### src/rtl/atten_ser_pkg.sv
package atten_ser_pkg;

  typedef enum logic [2:0] {
    ST_IDLE,
    ST_LEAD,
    ST_HIGH,
    ST_HOLD,
    ST_LESET,
    ST_LATCH
  } ser_state_e;

  // Convert a minimum time in ns to a cycle count, rounded up, never below one.
  function automatic int ns_to_cyc(input int ns, input int mhz);
    int c;
    c = (ns * mhz + 999) / 1000;
    return (c < 1) ? 1 : c;
  endfunction

  function automatic int max2(input int a, input int b);
    return (a > b) ? a : b;
  endfunction

endpackage

### src/rtl/atten_ser_timer.sv
module atten_ser_timer #(
  parameter int W = 4
) (
  input  logic         clk,
  input  logic         rst_n,
  input  logic         load,
  input  logic [W-1:0] load_val,
  output logic         zero
);

  logic [W-1:0] cnt;

  always_ff @(posedge clk or negedge rst_n) begin
    if (!rst_n) begin
      cnt <= '0;
    end else if (load) begin
      cnt <= load_val;
    end else if (cnt != '0) begin
      cnt <= cnt - 1'b1;
    end
  end

  assign zero = (cnt == '0);

endmodule

### src/rtl/atten_ser_shreg.sv
module atten_ser_shreg #(
  parameter int CODE_W = 5
) (
  input  logic              clk,
  input  logic              rst_n,
  input  logic              load,
  input  logic [CODE_W-1:0] code,
  input  logic              shift,
  output logic              bit_out
);

  localparam int WORD_W = CODE_W + 1;

  logic [WORD_W-1:0] sr;

  always_ff @(posedge clk or negedge rst_n) begin
    if (!rst_n) begin
      sr <= '0;
    end else if (load) begin
      sr <= {1'b0, code};
    end else if (shift) begin
      sr <= {sr[WORD_W-2:0], 1'b0};
    end
  end

  assign bit_out = sr[WORD_W-1];

endmodule

### src/rtl/atten_ser_fsm.sv
module atten_ser_fsm
  import atten_ser_pkg::*;
#(
  parameter int WORD_W   = 6,
  parameter int PH_W     = 4,
  parameter int LEAD_CYC = 10,
  parameter int HALF_CYC = 13,
  parameter int HD_CYC   = 3,
  parameter int LES_CYC  = 3,
  parameter int PW_CYC   = 8
) (
  input  logic            clk,
  input  logic            rst_n,
  input  logic            in_valid,
  input  logic            gap_zero,
  input  logic            ph_zero,
  output logic            in_ready,
  output logic            accept,
  output logic            ph_load,
  output logic [PH_W-1:0] ph_val,
  output logic            shift,
  output logic            gap_load,
  output logic            sclk,
  output logic            le
);

  localparam int BC_W = (WORD_W > 1) ? $clog2(WORD_W) : 1;
  localparam logic [PH_W-1:0] LEAD_V = PH_W'(LEAD_CYC - 1);
  localparam logic [PH_W-1:0] HALF_V = PH_W'(HALF_CYC - 1);
  localparam logic [PH_W-1:0] HD_V   = PH_W'(HD_CYC - 1);
  localparam logic [PH_W-1:0] LES_V  = PH_W'(LES_CYC - 1);
  localparam logic [PH_W-1:0] PW_V   = PH_W'(PW_CYC - 1);

  ser_state_e      state, nxt;
  logic [BC_W-1:0] bits_left;

  assign in_ready = (state == ST_IDLE) && gap_zero;
  assign accept   = in_valid && in_ready;

  always_comb begin
    nxt      = state;
    ph_load  = 1'b0;
    ph_val   = '0;
    shift    = 1'b0;
    gap_load = 1'b0;
    unique case (state)
      ST_IDLE: begin
        if (accept) begin
          nxt     = ST_LEAD;
          ph_load = 1'b1;
          ph_val  = LEAD_V;
        end
      end
      ST_LEAD: begin
        if (ph_zero) begin
          nxt     = ST_HIGH;
          ph_load = 1'b1;
          ph_val  = HALF_V;
        end
      end
      ST_HIGH: begin
        if (ph_zero) begin
          nxt     = ST_HOLD;
          ph_load = 1'b1;
          ph_val  = HD_V;
        end
      end
      ST_HOLD: begin
        if (ph_zero) begin
          shift   = 1'b1;
          ph_load = 1'b1;
          if (bits_left != '0) begin
            nxt    = ST_LEAD;
            ph_val = LEAD_V;
          end else begin
            nxt    = ST_LESET;
            ph_val = LES_V;
          end
        end
      end
      ST_LESET: begin
        if (ph_zero) begin
          nxt      = ST_LATCH;
          ph_load  = 1'b1;
          ph_val   = PW_V;
          gap_load = 1'b1;
        end
      end
      ST_LATCH: begin
        if (ph_zero) begin
          nxt = ST_IDLE;
        end
      end
      default: nxt = ST_IDLE;
    endcase
  end

  always_ff @(posedge clk or negedge rst_n) begin
    if (!rst_n) begin
      state     <= ST_IDLE;
      bits_left <= '0;
      sclk      <= 1'b0;
      le        <= 1'b0;
    end else begin
      state <= nxt;
      sclk  <= (nxt == ST_HIGH);
      le    <= (nxt == ST_LATCH);
      if (accept) begin
        bits_left <= BC_W'(WORD_W - 1);
      end else if (state == ST_HOLD && ph_zero && bits_left != '0) begin
        bits_left <= bits_left - 1'b1;
      end
    end
  end

endmodule

### src/rtl/atten_ser_master.sv
module atten_ser_master
  import atten_ser_pkg::*;
#(
  parameter int CLK_MHZ       = 250,
  parameter int SCLK_HALF_NS  = 50,
  parameter int DATA_SU_NS    = 10,
  parameter int DATA_HD_NS    = 10,
  parameter int LE_SU_NS      = 10,
  parameter int LE_PW_NS      = 30,
  parameter int UPDATE_GAP_NS = 40000,
  parameter int CODE_W        = 5
) (
  input  logic              clk,
  input  logic              rst_n,
  input  logic              in_valid,
  input  logic [CODE_W-1:0] in_code,
  output logic              in_ready,
  output logic              ser_clk,
  output logic              ser_data,
  output logic              ser_le
);

  localparam int WORD_W   = CODE_W + 1;
  localparam int HALF_CYC = ns_to_cyc(SCLK_HALF_NS, CLK_MHZ);
  localparam int SU_CYC   = ns_to_cyc(DATA_SU_NS, CLK_MHZ);
  localparam int HD_CYC   = ns_to_cyc(DATA_HD_NS, CLK_MHZ);
  localparam int LES_CYC  = ns_to_cyc(LE_SU_NS, CLK_MHZ);
  localparam int PW_CYC   = ns_to_cyc(LE_PW_NS, CLK_MHZ);
  localparam int GAP_CYC  = ns_to_cyc(UPDATE_GAP_NS, CLK_MHZ);
  localparam int LEAD_CYC = max2(max2(HALF_CYC - HD_CYC, SU_CYC), 1);
  localparam int PH_MAX   = max2(max2(max2(LEAD_CYC, HALF_CYC), max2(HD_CYC, LES_CYC)), PW_CYC);
  localparam int PH_W     = $clog2(PH_MAX + 1);
  localparam int GAP_W    = $clog2(GAP_CYC + 1);

  logic            accept;
  logic            ph_load, ph_zero;
  logic [PH_W-1:0] ph_val;
  logic            shift;
  logic            gap_load, gap_zero;

  atten_ser_fsm #(
    .WORD_W  (WORD_W),
    .PH_W    (PH_W),
    .LEAD_CYC(LEAD_CYC),
    .HALF_CYC(HALF_CYC),
    .HD_CYC  (HD_CYC),
    .LES_CYC (LES_CYC),
    .PW_CYC  (PW_CYC)
  ) u_fsm (
    .clk     (clk),
    .rst_n   (rst_n),
    .in_valid(in_valid),
    .gap_zero(gap_zero),
    .ph_zero (ph_zero),
    .in_ready(in_ready),
    .accept  (accept),
    .ph_load (ph_load),
    .ph_val  (ph_val),
    .shift   (shift),
    .gap_load(gap_load),
    .sclk    (ser_clk),
    .le      (ser_le)
  );

  atten_ser_timer #(.W(PH_W)) u_phase (
    .clk     (clk),
    .rst_n   (rst_n),
    .load    (ph_load),
    .load_val(ph_val),
    .zero    (ph_zero)
  );

  atten_ser_timer #(.W(GAP_W)) u_gap (
    .clk     (clk),
    .rst_n   (rst_n),
    .load    (gap_load),
    .load_val(GAP_W'(GAP_CYC)),
    .zero    (gap_zero)
  );

  atten_ser_shreg #(.CODE_W(CODE_W)) u_shreg (
    .clk    (clk),
    .rst_n  (rst_n),
    .load   (accept),
    .code   (in_code),
    .shift  (shift),
    .bit_out(ser_data)
  );

endmodule

### config.mk
export PLATFORM = sky130hd
export DESIGN_NAME = atten_ser_master
export DESIGN_NICKNAME = d
export VERILOG_FILES = /design/src/rtl/atten_ser_pkg.sv /design/src/rtl/atten_ser_timer.sv /design/src/rtl/atten_ser_shreg.sv /design/src/rtl/atten_ser_fsm.sv /design/src/rtl/atten_ser_master.sv
export SDC_FILE = /design/constraint.sdc
export NUM_CORES = 1
export LEC_CHECK = 0
export ABC_AREA = 0
export BUFFER_PORTS_ARGS = -buffer_cell sky130_fd_sc_hd__buf_2
export CORE_MARGIN = 1.5
export CORE_UTILIZATION = 25
export CTS_CLUSTER_DIAMETER = 200
export DETAILED_ROUTE_END_ITERATION = 7
export PLACE_DENSITY_LB_ADDON = 0.3
export SYNTH_ARGS = -nofsm -noshare
export SYNTH_HDL_FRONTEND = slang
export SYNTH_SLANG_ARGS = --single-unit
### constraint.sdc
create_clock -name clk -period 2.5 [get_ports clk]
set_clock_uncertainty 0.2 [all_clocks]
set_input_delay 0.125 -clock clk [delete_from_list [all_inputs] [get_ports clk]]
set_output_delay 0.125 -clock clk [all_outputs]
set_load 0.01 [all_outputs]
# ---- Word level (Yosys, flattened, before mapping)
# Cells that the tools add are included.
# W data, S select, Z words.
dict set report totals {
  register_bits 32
  output_inout_bits 4
  wordCells 60
}
dict set report classes {
  n_addsub 3
  eq_ne 7
  muxes 28
  n_reduce_logical 15
}
# cell count
set op_table {}
lappend op_table {{$mux W3} 10}
lappend op_table {{$mux W14} 2}
lappend op_table {{$mux W4} 6}
lappend op_table {{$pmux W4 S5} 1}
lappend op_table {{$pmux W3 S6} 1}
lappend op_table {{$logic_not A14 Y1} 1}
lappend op_table {{$reduce_bool A14 Y1} 1}
lappend op_table {{$sub A14 B1 Y14 const B} 1}
lappend op_table {{$mux W6} 2}
lappend op_table {{$eq A3 B2 Y1 const B} 3}
lappend op_table {{$eq A3 B3 Y1 const B} 3}
lappend op_table {{$reduce_bool A2 Y1} 4}
lappend op_table {{$logic_and A1 B1 Y1} 4}
lappend op_table {{$logic_not A4 Y1} 1}
lappend op_table {{$mux W1} 4}
lappend op_table {{$reduce_bool A4 Y1} 1}
lappend op_table {{$reduce_or A4 Y1} 1}
lappend op_table {{$sub A4 B1 Y4 const B} 1}
lappend op_table {{$eq A3 B1 Y1 const B} 1}
lappend op_table {{$logic_not A3 Y1} 1}
lappend op_table {{$reduce_bool A3 Y1} 1}
lappend op_table {{$sub A3 B1 Y3 const B} 1}
lappend op_table {{$mux W2} 1}
lappend op_table {{$pmux W1 S2} 1}

# ---- Depth between registers and ports, before layout
dict set report depth {
  ltp_word 6
  mapped_depth 7
  depth_no_buf 6
}

# ---- By module
# From an unflattened synthesis, not the netlist that was laid out.
dict set report hier_totals {
  cells_unflattened 190
  area_unflattened_um2 1879.3
}
# module n_inst cells_per_inst area_each_um2
set by_module_without_submodules {}
lappend by_module_without_submodules {{atten_ser_timer (u_gap)} 1 77 825.8}
lappend by_module_without_submodules {atten_ser_fsm 1 64 541.8}
lappend by_module_without_submodules {atten_ser_shreg 1 25 270.3}
lappend by_module_without_submodules {{atten_ser_timer (u_phase)} 1 22 234.0}
lappend by_module_without_submodules {atten_ser_master 1 2 7.5}

# ---- Worst setup path after synthesis
# Ideal clock, no wire load.
dict set report synth_timing {
  path_kind {register to register}
  startpoint {reg u_phase.cnt[0]}
  endpoint {reg u_shreg.sr[4]}
  setup_time_ps 125
  arrival_ps 2056
  required_ps 2175
  slack_ps 119
  stages_incl_launch_ff 8
  period_less_slack_ps 2381
  path_cell_list {dfrtp_1 -> inv_1 -> ha_1 -> or3b_1 -> clkbuf_1 -> nor3_2 -> mux2_1 -> mux2_4}
}
dict set report synth_between {
  elab_chain_len 4
}
# item line
set synth_lines {}
lappend synth_lines {{start, declared} atten_ser_timer.sv:11} ;# logic [W-1:0] cnt;
lappend synth_lines {{start signal, assigned} atten_ser_timer.sv:17} ;# cnt <= load_val;
lappend synth_lines {{start signal, assigned} atten_ser_timer.sv:19} ;# cnt <= cnt - 1'b1;
lappend synth_lines {{$logic_not A4 Y1} atten_ser_timer.sv:23} ;# assign zero = (cnt == '0);
lappend synth_lines {{$mux W1} atten_ser_fsm.sv:69} ;# if (ph_zero) begin
lappend synth_lines {{$mux W1} atten_ser_fsm.sv:46} ;# unique case (state)
lappend synth_lines {{$reduce_bool A2 Y1 (no line)} -}
lappend synth_lines {{end signal, assigned} atten_ser_shreg.sv:20} ;# sr <= {1'b0, code};
lappend synth_lines {{end signal, assigned} atten_ser_shreg.sv:22} ;# sr <= {sr[WORD_W-2:0], 1'b0};
lappend synth_lines {{end, declared} atten_ser_shreg.sv:14} ;# logic [WORD_W-1:0] sr;
# No other way between the ends.
# A chain may end at the register's enable or synchronous reset.

# ---- Worst setup path in the final report
dict set report layout_timing {
  startpoint {reg u_gap.cnt[0]}
  endpoint {out in_ready}
}
dict set report layout_between {
  elab_chain_len 2
}
# item line
set layout_lines {}
lappend layout_lines {{start, declared} atten_ser_timer.sv:11}
lappend layout_lines {{start signal, assigned} atten_ser_timer.sv:17}
lappend layout_lines {{start signal, assigned} atten_ser_timer.sv:19}
lappend layout_lines {{$logic_not A14 Y1} atten_ser_timer.sv:23}
lappend layout_lines {{$logic_and A1 B1 Y1} atten_ser_fsm.sv:37} ;# assign in_ready = (state == ST_IDLE) && gap_zero;
lappend layout_lines {{end, declared} atten_ser_master.sv:17} ;# output logic in_ready,
# No other way between the ends.

==> metrics.csv <==
stage,metric,value,unit
synth,synthCells,184,
synth,synth_top_family_by_area,simple AND/OR/NAND/NOR gates,
floorplanning,initial_utilization,0.261,
pwr,power_density,441,mW/mm^2
floorplanning,boundaryPins,12,
floorplanning,die_x,87.5,um
grt,antenna_found_initial,0,
clock_tree,cts-root-buf,clkbuf_8,
grt,grt_max_degree,33,
pwr,ir_worst_vdd,0.234,mV
drt,first_iter_violations,138,
drt,vias,1480,
synth,synthMuxAreaShare,0.0203,
place,place_inst,293,
clock_tree,htree_levels,2,
synth,synth_cell_types,45,
synth,synthArstFlopShare,1.00,
clock_tree,cts.sinks,32,
timing,drv_slew,0,
timing,rsz0062_at_grt,no,
drt,wl,4080,um
drt,dr.max_layer_used,met4,
grt,gr-usage-all-layers,0.117,
drt,dr_wl_met2,1800,um
critical_path,endpoint_kind,output port,
drt,routedWlPerCell,13.2,um
finish,diodes,0,
critical_path,cp.arrival,2.03,ns
synth,syn-num-nets,197,
floorplanning,die-area,0.00766,sq mm
min_path,hp-class,in -> async,
critical_path,critPathKind,reg -> out,
finish,final_cell_mix,"dfrtp_1 (32), a21oi_1 (13), nor2_1 (12)",
timing,layout_min_cycle_time,2.35,ns
place,port_buffers,11,
synth,synthAdderAreaFrac,0.0350,
timing,tns,0,ns
floorplanning,core_region_area,0.00683,sq mm
run,cap_viol_max_count,0,
synth,syn_area,0.00179,sq mm
synth,synth_flop_cell,dfrtp_1,
floorplanning,row_count,30,
drt,drt_pass1_iterations,4,
synth,syn_avg_cell_area,9.70,sq um
finish,fillCellCount,732,
timing,timing.slew.headroom,0.514,
timing,tightest_slew,0.729,ns
critical_path,crit_required,2.17,ns
clock_tree,numCtsBuffers,5,
critical_path,crit_path_max_fanout,5,
drt,drc,0,
finish,finalNonFillerCells,309,
timing,holdWs,0.229,ns
clock_tree,clock_latency,0.29,ns
drt,route.antenna.remaining_nets,0,
timing,setup_viol,0,
floorplanning,die_height,87.5,um
synth,ys_seq_elements,32,
synth,yosys.area.top_type,dfrtp_1,
synth,synth_compound_area_frac,0.172,
clock_tree,path_clk_slew,0.07,ns
drt,routed_via_density,4.79,
grt,grt_pass1_vias,1401,
place,gp_congestion,0.787,
grt,grt_overflow_total,0,
synth,synth_area_leaders,"dfrtp_1 (45%), a21oi_1 (3.6%), ha_1 (3.5%), nor2_1 (2.5%), a221o_1 (2.2%)",
drt,drt-met1-wl,2060,um
pwr,p_leak,0.998,nW
drt,met3_length,194,um
finish,area_growth,21.7,%
timing,fmax,0.425,GHz
synth,synth_top_cell_area_share,0.448,
place,dp_hpwl,2950,um
synth,yosysWarnings,0,
synth,synthXorXnorAreaFrac,0.0294,
critical_path,startpoint_type,flip-flop,
synth,seq_area_frac_synth,0.448,
finish,final_common_cell,dfrtp_1,
grt,grt_pass1_wl,6940,um
timing,min_period_over_period,0.940,
synth,synth-simple-area-share,0.263,
clock_tree,cts_tree,built,
finish,drive_gt1_frac,0.174,
clock_tree,cts.path.max_buffers,2,
timing,finalHoldViolCount,0,
synth,synth_edf_count,0,
finish,nNetsFinal,225,
run_status,status,finished clean,
-- final cells by class --
type	count	area, sq um	share of cell area
multi-input combinational	137	933	0.429
sequential	32	801	0.368
timing repair buffer	27	193	0.0887
tap	96	120	0.0553
clock buffer	6	82.6	0.0380
inverter	9	33.8	0.0155
clock inverter	2	10.0	0.00461
-- critical path, stage by stage, from the launching register on --
cell and delay [ns]:
dfrtp_1 0.40, inv_1 0.12, ha_1 0.18, or3b_1 0.46, nor4_4 0.29, and2_1 0.17
buf_2 0.13
-- repair_timing --
item | in CTS | in global routing
endpoints found under the setup margin | 1 | 3
hold endpoints to repair | 38 | 0
pin swaps | 1 | 0
hold buffers | 7 | 0
gates cloned | 0 | 0
buffers inserted | 1 | 0
gates resized for setup | 0 | 1
-- cell usage after synthesis (all sizes together) (5+ instances only) --
master	instances
o21ai	9
o31ai	5
clkbuf	6
nor4	5
and2	5
nor2	12
or4	6
inv	9
nor3	8
dfrtp	32
nand2b	6
nand2	11
a21oi	13
ha	5
-- cell families after synthesis --
| kind of cell | after synthesis |
|---|---|
| AOI/OAI and AO/OA | 46 |
| DFF | 32 |
| and+or+nand+nor | 77 |
| buffers and inverters | 15 |
| adders and majority gates | 5 |
| xor gates and xnor gates | 6 |
| muxes | 3 |
-- stage by stage --
| step | setup WS [ns] | cell area (sq um) | util | power [W] |
|---|---|---|---|---|
| detailed placement | 0.0679 | 2000 | 0.292 | 0.000544 |
| finish | 0.150 | 2170 | 0.318 | 0.000958 |
| CTS | 0.0910 | 2170 | 0.317 | 0.000971 |
| floorplan | 0.119 | 1790 | - | 0.000528 |
| global route | 0.0453 | 2170 | 0.318 | 0.000993 |
| global placement | 0.119 | 2000 | 0.292 | 0.000544 |
-- state kept, by name (all words and copies together) (netlist names) --
name and count:
u_gap.cnt 14, u_fsm.bits_left 3, u_fsm.sclk 1, u_phase.cnt 4
u_fsm.le 1, u_shreg.sr 6, u_fsm.state 3
-- report_power, final --
part / total [W] / internal, W / switching (W)
Clock: 0.000417 / 0.000219 / 0.000197
Combinational: 0.0000236 / 0.0000110 / 0.0000126
Sequential: 0.000518 / 0.000518 / 0
Total: 0.000958 / 0.000748 / 0.000210
-- routing by layer --
metal,track usage,vias to the layer above
li1,-,739
met1,0.171,710
met2,0.169,28
met3,0.0322,3
met4,0.0303,0
met5,0,-
-- worst paths after layout --
check	from	end	slack, ns	cells after the start
worst max-delay path	u_gap.cnt[0]$_DFFE_PN0P_	in_ready	0.15	6
worst min-delay path	rst_n	u_gap.cnt[2]$_DFFE_PN0P_	0.23	2
worst max register to register	u_gap.cnt[0]$_DFFE_PN0P_	u_shreg.sr[4]$_DFFE_PN0P_	0.17	7
worst min register to register	u_fsm.bits_left[0]$_DFFE_PN0P_	u_fsm.bits_left[0]$_DFFE_PN0P_	0.32	2
max in group asynchronous	rst_n	u_gap.cnt[4]$_DFFE_PN0P_	1.40	2
min in group clk	u_fsm.bits_left[0]$_DFFE_PN0P_	u_fsm.bits_left[0]$_DFFE_PN0P_	0.32	2
Note: power is estimated with default switching activity, not from simulation.
